## src/rtl/regwr_guard_pkg.sv

```systemverilog
`timescale 1ns/1ps
package regwr_guard_pkg;
  // strobes from the decision logic to the datapath
  typedef struct packed {
    logic enWr;    // write selected enable word
    logic fwdWr;   // pass write to ordinary register
    logic rdEn;    // return enable word on read
    logic ackOk;   // good response
    logic ackErr;  // error response
  } strobe_t;
endpackage

```

## src/rtl/regwr_guard_ctrl.sv

```systemverilog
`timescale 1ns/1ps
module regwr_guard_ctrl
  import regwr_guard_pkg::*;
#(
  parameter int ADDR_W    = 8,
  parameter int NUM_WORDS = 2,
  parameter int ENA_BASE  = 'hE0,
  parameter int IDX_W     = 1
) (
  input  logic              reqValid,
  input  logic              reqWrite,
  input  logic [ADDR_W-1:0] reqAddr,
  input  logic              unlockNorm,
  input  logic              unlockSafe,
  input  logic              tagOk,
  output strobe_t           stb,
  output logic [IDX_W-1:0]  enIdx
);
  logic [NUM_WORDS-1:0] hitVec;
  logic enHit;
  logic wrOk;

  // exact, word-aligned decode of each enable word
  for (genvar g = 0; g < NUM_WORDS; g++) begin : g_dec
    assign hitVec[g] = (reqAddr == ADDR_W'(ENA_BASE + 4 * g));
  end

  always_comb begin
    enIdx = '0;
    for (int i = 0; i < NUM_WORDS; i++) begin
      if (hitVec[i]) enIdx = IDX_W'(i);
    end
  end

  assign enHit = |hitVec;

  // enable words: safe unlock only, mask ignored
  // others: mask bit and normal unlock together
  assign wrOk = enHit ? unlockSafe : (tagOk && unlockNorm);

  always_comb begin
    stb.enWr   = reqValid && reqWrite && enHit && unlockSafe;
    stb.fwdWr  = reqValid && reqWrite && !enHit && tagOk && unlockNorm;
    stb.rdEn   = reqValid && !reqWrite && enHit;
    stb.ackOk  = reqValid && (!reqWrite || wrOk);      // reads never blocked
    stb.ackErr = reqValid && reqWrite && !wrOk;        // single error
  end

  always_comb begin
    a_r8_one_outcome: assert (!(stb.ackOk && stb.ackErr));
  end
endmodule

```

## src/rtl/regwr_guard_dpath.sv

```systemverilog
`timescale 1ns/1ps
module regwr_guard_dpath
  import regwr_guard_pkg::*;
#(
  parameter int ADDR_W    = 8,
  parameter int DATA_W    = 32,
  parameter int TAG_W     = 6,
  parameter int NUM_WORDS = 2,
  parameter int IDX_W     = 1
) (
  input  logic                        clk,
  input  logic                        rstN,
  input  strobe_t                     stb,
  input  logic [IDX_W-1:0]            enIdx,
  input  logic [ADDR_W-1:0]           reqAddr,
  input  logic [TAG_W-1:0]            reqTag,
  input  logic [DATA_W-1:0]           reqWdata,
  output logic                        tagOk,
  output logic [NUM_WORDS*DATA_W-1:0] maskVec,
  output logic                        rspValid,
  output logic                        rspErr,
  output logic [DATA_W-1:0]           rspRdata,
  output logic                        fwdWrEn,
  output logic [ADDR_W-1:0]           fwdAddr,
  output logic [DATA_W-1:0]           fwdWdata
);
  logic [DATA_W-1:0] enWord [NUM_WORDS];

  for (genvar g = 0; g < NUM_WORDS; g++) begin : g_word
    always_ff @(posedge clk or negedge rstN) begin
      if (!rstN)                                  enWord[g] <= '1;
      else if (stb.enWr && enIdx == IDX_W'(g))    enWord[g] <= reqWdata;
    end
    assign maskVec[g*DATA_W +: DATA_W] = enWord[g];

    a_r7_word_hold: assert property (@(posedge clk) disable iff (!rstN)
      !$past(stb.enWr && enIdx == IDX_W'(g)) |-> $stable(enWord[g]));
  end

  // low tags land in the first word, high tags in the next
  assign tagOk = maskVec[reqTag];

  always_ff @(posedge clk or negedge rstN) begin
    if (!rstN) begin
      rspValid <= 1'b0;
      rspErr   <= 1'b0;
      rspRdata <= '0;
      fwdWrEn  <= 1'b0;
      fwdAddr  <= '0;
      fwdWdata <= '0;
    end else begin
      rspValid <= stb.ackOk || stb.ackErr;
      rspErr   <= stb.ackErr;
      rspRdata <= stb.rdEn ? enWord[enIdx] : '0;
      fwdWrEn  <= stb.fwdWr;
      if (stb.fwdWr) begin
        fwdAddr  <= reqAddr;
        fwdWdata <= reqWdata;
      end
    end
  end

  a_r4_err_blocks_fwd: assert property (@(posedge clk) disable iff (!rstN)
    rspErr |-> (rspValid && !fwdWrEn));
endmodule

```

## src/rtl/regwr_guard.sv

```systemverilog
`timescale 1ns/1ps
module regwr_guard
  import regwr_guard_pkg::*;
#(
  parameter int ADDR_W   = 8,
  parameter int DATA_W   = 32,
  parameter int TAG_W    = 6,
  parameter int ENA_BASE = 'hE0
) (
  input  logic              clk,
  input  logic              rstN,
  input  logic              reqValid,
  input  logic              reqWrite,
  input  logic [ADDR_W-1:0] reqAddr,
  input  logic [TAG_W-1:0]  reqTag,
  input  logic [DATA_W-1:0] reqWdata,
  input  logic              unlockNorm,
  input  logic              unlockSafe,
  output logic              rspValid,
  output logic              rspErr,
  output logic [DATA_W-1:0] rspRdata,
  output logic              fwdWrEn,
  output logic [ADDR_W-1:0] fwdAddr,
  output logic [DATA_W-1:0] fwdWdata
);
  localparam int NUM_TAGS  = 1 << TAG_W;
  localparam int NUM_WORDS = NUM_TAGS / DATA_W;
  localparam int IDX_W     = (NUM_WORDS > 1) ? $clog2(NUM_WORDS) : 1;

  strobe_t                     stb;
  logic [IDX_W-1:0]            enIdx;
  logic                        tagOk;
  logic [NUM_WORDS*DATA_W-1:0] maskVec;

  regwr_guard_ctrl #(
    .ADDR_W(ADDR_W), .NUM_WORDS(NUM_WORDS), .ENA_BASE(ENA_BASE), .IDX_W(IDX_W)
  ) u_ctrl (
    .reqValid(reqValid), .reqWrite(reqWrite), .reqAddr(reqAddr),
    .unlockNorm(unlockNorm), .unlockSafe(unlockSafe), .tagOk(tagOk),
    .stb(stb), .enIdx(enIdx)
  );

  regwr_guard_dpath #(
    .ADDR_W(ADDR_W), .DATA_W(DATA_W), .TAG_W(TAG_W),
    .NUM_WORDS(NUM_WORDS), .IDX_W(IDX_W)
  ) u_dpath (
    .clk(clk), .rstN(rstN), .stb(stb), .enIdx(enIdx), .reqAddr(reqAddr),
    .reqTag(reqTag), .reqWdata(reqWdata), .tagOk(tagOk), .maskVec(maskVec),
    .rspValid(rspValid), .rspErr(rspErr), .rspRdata(rspRdata),
    .fwdWrEn(fwdWrEn), .fwdAddr(fwdAddr), .fwdWdata(fwdWdata)
  );

  a_r2_rsp_after_req: assert property (@(posedge clk) disable iff (!rstN)
    $past(reqValid) |-> rspValid);
  a_r2_no_spurious_rsp: assert property (@(posedge clk) disable iff (!rstN)
    !$past(reqValid) |-> !rspValid);
  a_r6_mask_needs_safe: assert property (@(posedge clk) disable iff (!rstN)
    (maskVec != $past(maskVec)) |-> $past(unlockSafe));
  a_r3_fwd_needs_rights: assert property (@(posedge clk) disable iff (!rstN)
    fwdWrEn |-> $past(unlockNorm && tagOk && reqWrite));
  a_r9_read_never_err: assert property (@(posedge clk) disable iff (!rstN)
    $past(reqValid && !reqWrite) |-> (rspValid && !rspErr && !fwdWrEn));
endmodule

```

## config.mk

```make
export PLATFORM = sky130hd
export DESIGN_NAME = regwr_guard
export DESIGN_NICKNAME = d
export VERILOG_FILES = /design/src/rtl/regwr_guard_pkg.sv /design/src/rtl/regwr_guard_ctrl.sv /design/src/rtl/regwr_guard_dpath.sv /design/src/rtl/regwr_guard.sv
export SDC_FILE = /design/constraint.sdc
export NUM_CORES = 1
export LEC_CHECK = 0
export ABC_CLOCK_PERIOD_IN_PS = 3530
export BUFFER_PORTS_ARGS = -buffer_cell sky130_fd_sc_hd__buf_2
export CORE_AREA = 2 2 109 111
export CTS_CLUSTER_SIZE = 24
export DETAILED_ROUTE_END_ITERATION = 12
export DIE_AREA = 0 0 111 113
export GPL_TIMING_DRIVEN = 0
export PLACE_DENSITY_LB_ADDON = 0.08
export RECOVER_POWER = 50
export SLEW_MARGIN = 20
export SYNTH_ARGS = -nofsm -noshare
export SYNTH_HDL_FRONTEND = slang
export SYNTH_HIERARCHICAL = 1
export SYNTH_SLANG_ARGS = --single-unit
```

## constraint.sdc

```tcl
create_clock -name clk -period 3.53 [get_ports clk]
set_clock_uncertainty 0.2 [all_clocks]
set_input_delay 0.706 -clock clk [delete_from_list [all_inputs] [get_ports clk]]
set_output_delay 0.706 -clock clk [all_outputs]
set_load 0.05 [all_outputs]
```

==> summary.md <==
| Metric | Value |
|---|---|
| Status | `completed` |
| Critical Path Source Type | `input pin` |
| Worst skew pair latency | `between 0.4 and 0.5 ns` |
| Clock period minus worst slack | `~3.3 ns` |
| Area growth, synth to finish | `21.60%` |
| Worst Setup Path Type | `input pin to flip-flop` |
| CP top delay family | `simple AND/OR/NAND/NOR gates` |
| Hold crit path type | `flip-flop to flip-flop` |
| Logic pwr share | `20.7%` |
| Initial core utilization | `a little over half` |
| WL met1 | `between 5000 and 6000 µm` |
| Seq/Total Area, Yosys | `approximately three fifths` |
| Rows | `39` |
| GR Overflow Total | `0` |
| Max_cap viols | `0` |
| Sw Ratio | `~31%` |
| Die ar. | `between 10000 and 15000 µm²` |
| Clk sinks | `139` |
| Die height | `roughly 110 µm` |
| FMAX | `301.8 MHz` |
| Share of the synthesized area in the top cell type | `~30%` |
| P_leak | `3.260 nW` |
| Detail Placement HPWL | `a little over 9000 µm` |
| Pwr Density | `around 570 nW/µm²` |
| CP peak stage delay | `between 0.3 and 0.4 ns` |
| YS warnings | `6` |
| Root buf cell | `clkbuf_16` |
| DRC | `0` |
| Vias in the first global route | `about 4k` |
| Top cells by area, synth | `dfrtp_1 31%, dfstp_2 28%, mux2_2 19%` |
| CP required | `around 3.6 ns` |
| Post-place setup slack | `-0.6584 ns` |
| CTS max path bufs | `2` |
| Chip Width | `roughly 110 µm` |
| Register bit total from synthesis | `around 140` |
| Share of power burned in registers | `42.5%` |
| DR WL met2 | `6419 µm` |
| ANT cells | `0` |
| Max Used Layer | `met4` |
| Port bufs | `123` |
| Internal | `~0.003 W` |
| Slowest cell on the critical path | `mux2_2` |
| Post-DR vias/cell | `roughly 5.5` |
| Fin util | `between 60 and 70%` |
| CTS H-tree lvls | `4` |
| # IOs | `around 130` |
| DRT iter0 DRCs | `around 130` |
| Crit path cell chain | `buf_2 -> buf_2 -> mux4_1 -> mux2i_1 -> nor3_1 -> nor4_2 -> nor3_1 -> nand2_1 -> nor3_2 -> buf_2 -> mux2_2` |
| Buffers & Inverters on Critical Path | `3` |
| Worst-path maximum fanout | `10` |
| CTS Buf Count | `17` |
| Largest net degree at the start of global routing | `a little over 90` |
| CTS tree | `yes` |
| Final ANT Viol Nets | `0` |
| Endpoints failing setup | `0` |
| Max-slew violations | `0` |
| Clock slew at reported path FFs | `around 0.05 ns` |
| NetSw | `0.001308 W` |
| Normalized max-slew margin | `between 15 and 20%` |
| Most used cell, CP | `buf_2` |
| Drt first pass iters | `4` |
| Clock group share of total power | `a little under two fifths` |
| Worst setup EP type | `flip-flop` |
| Antenna violations before repair | `0` |
| Avg WL per Cell | `approximately 19 µm` |
| Setup_tns | `0 ns` |
| Syn avg cell area | `around 16 µm²` |
| Gp weighted congestion | `just under 0.8` |
| Core area | `approximately 11000 µm²` |
| Routed wl met3 | `570 µm` |
| Post-Route WL | `12900 µm` |
| Tcrit/Tclk final | `between 90 and 100%` |
| Post-Syn Nets | `about 440` |
| Worst Tran Pin Value | `between 1 and 1.5 ns` |
| Most frequent cells in the layout | `104 x mux2_2, 95 x buf_2, 75 x dfrtp_1, 64 x dfstp_2, 50 x clkbuf_1` |
| Total number of vias | `~3.8k` |
| Arr. time, crit path | `~3.4 ns` |
| All-Layer GR Usage | `between 20% and 30%` |
| Share of post-route cells with drive strength above 1 | `between 50% and 60%` |
| Commonest non-fill, non-tap cell in the layout | `mux2_2` |
| Final Hold Viols | `0` |
| RSZ-0062 raised after global routing | `no` |
| Final WS setup | `approximately 0.22 ns` |
| Nets | `~600` |
| Area leader, netlist | `dfrtp_1` |
| Post-Syn Area | `6095 µm²` |
| # Post-CTS Setup Buffers | `0` |
| Distinct cells, synth | `39` |
| First-pass GRT wire length | `slightly above 20000 µm` |
| Mapped Cells | `a little under 400` |
| VDD IR max | `0.4204 mV` |
through the flow:
step,instances,power (W),hold WS [ns],instance area (µm²)
finish,690,0.004261,0.2974,7411
detailed placement,658,0.002735,0.2897,6927
global route,690,0.004429,0.3085,7411
floorplan,391,0.002477,0.2104,6095
global placement,657,0.002708,0.2839,6889
CTS,690,0.004314,0.2944,7463
final timing paths:
| path | from | to | slack (ns) | cells past startpoint |
|---|---|---|---|---|
| max | reqTag[1] | u_dpath/fwdWdata[12] | 0.22 | 11 |
| min | u_dpath/fwdWdata[6] | u_dpath/fwdWdata[6] | 0.30 | 1 |
| max reg2reg | u_dpath/maskVec[55] | u_dpath/fwdWdata[12] | 0.29 | 9 |
| min reg2reg | u_dpath/fwdWdata[6] | u_dpath/fwdWdata[6] | 0.30 | 1 |
| max in group asynchronous | rstN | u_dpath/maskVec[57] | 1.20 | 3 |
| min in group asynchronous | rstN | u_dpath/fwdWdata[5] | 0.88 | 2 |
logic make-up after synthesis:
kind of cell,synth area share [%]
compound gates,1.540
simple gates,6.118
buf+inv,2.238
flops,58.39
mux,31.72
flip-flops by register name, indices dropped and copies added, names as in the netlist:
signal	flops
u_dpath/rspValid	1
u_dpath/maskVec	64
u_dpath/fwdAddr	8
u_dpath/fwdWrEn	1
u_dpath/rspErr	1
u_dpath/fwdWdata	32
u_dpath/rspRdata	32
power by group through the flow:
stage / Sequential (W) / Clock, W / Combinational, W
finish: 0.00181 / 0.00156 / 0.000884
global route: 0.00183 / 0.00168 / 0.000920
CTS: 0.00181 / 0.00160 / 0.000899
detailed placement: 0.00184 / 0 / 0.000896
global placement: 0.00183 / 0 / 0.000879
floorplan: 0.00230 / 0 / 0.000174
layer usage:
layer / up-vias / track usage (%)
met1: 1942 / 27.66
met4: 0 / 9.083
met2: 93 / 35.46
met5: - / 0
met3: 15 / 5.249
li1: 1712 / -
Yosys cell counts (all sizes together):
cell / count
nor3b: 1
nand4b: 1
nor2: 2
o311ai: 1
buf: 18
or4b: 1
a2bb2oi: 1
nor4: 1
mux4: 15
o31ai: 1
nand3: 1
dfstp: 64
o21a: 1
o21ba: 1
nor3: 3
or2: 1
o22ai: 1
a2111oi: 1
and3b: 1
inv: 1
nor2b: 38
mux2i: 36
a211oi: 1
and3: 1
o211ai: 1
and2: 1
dfrtp: 75
and4: 1
or3: 1
o21ai: 2
mux2: 106
clkbuf: 6
nand2: 5
layout make-up:
class / count / area (µm²)
Fill cell: 867 / 3861
Sequential cell: 139 / 3558
Multi-Input combinational cell: 227 / 2405
Timing Repair Buffer: 125 / 606.8
Clock buffer: 29 / 510.5
Tap cell: 143 / 178.9
Buffer: 24 / 137.6
Clock inverter: 2 / 10.01
Inverter: 1 / 3.754
repair_timing:
item | 4_1_cts | 5_1_grt
setup endpoints to repair | 40 | 30
hold buffers | 1 | 0
cloned | 0 | 0
gates resized for setup | 2 | 4
hold endpoints to repair | 34 | 0
worst register-to-register path: stages, from the launching register on:
cell and delay, ns:
dfstp_2 0.55, mux4_1 0.25, nor2b_1 0.06, o311ai_0 0.36, a2bb2oi_1 0.12, nor3_1 0.32, nand2_1 0.16, nor3_2 0.36
buf_2 0.37, mux2_2 0.38
Power figures use the tool's default switching activity.
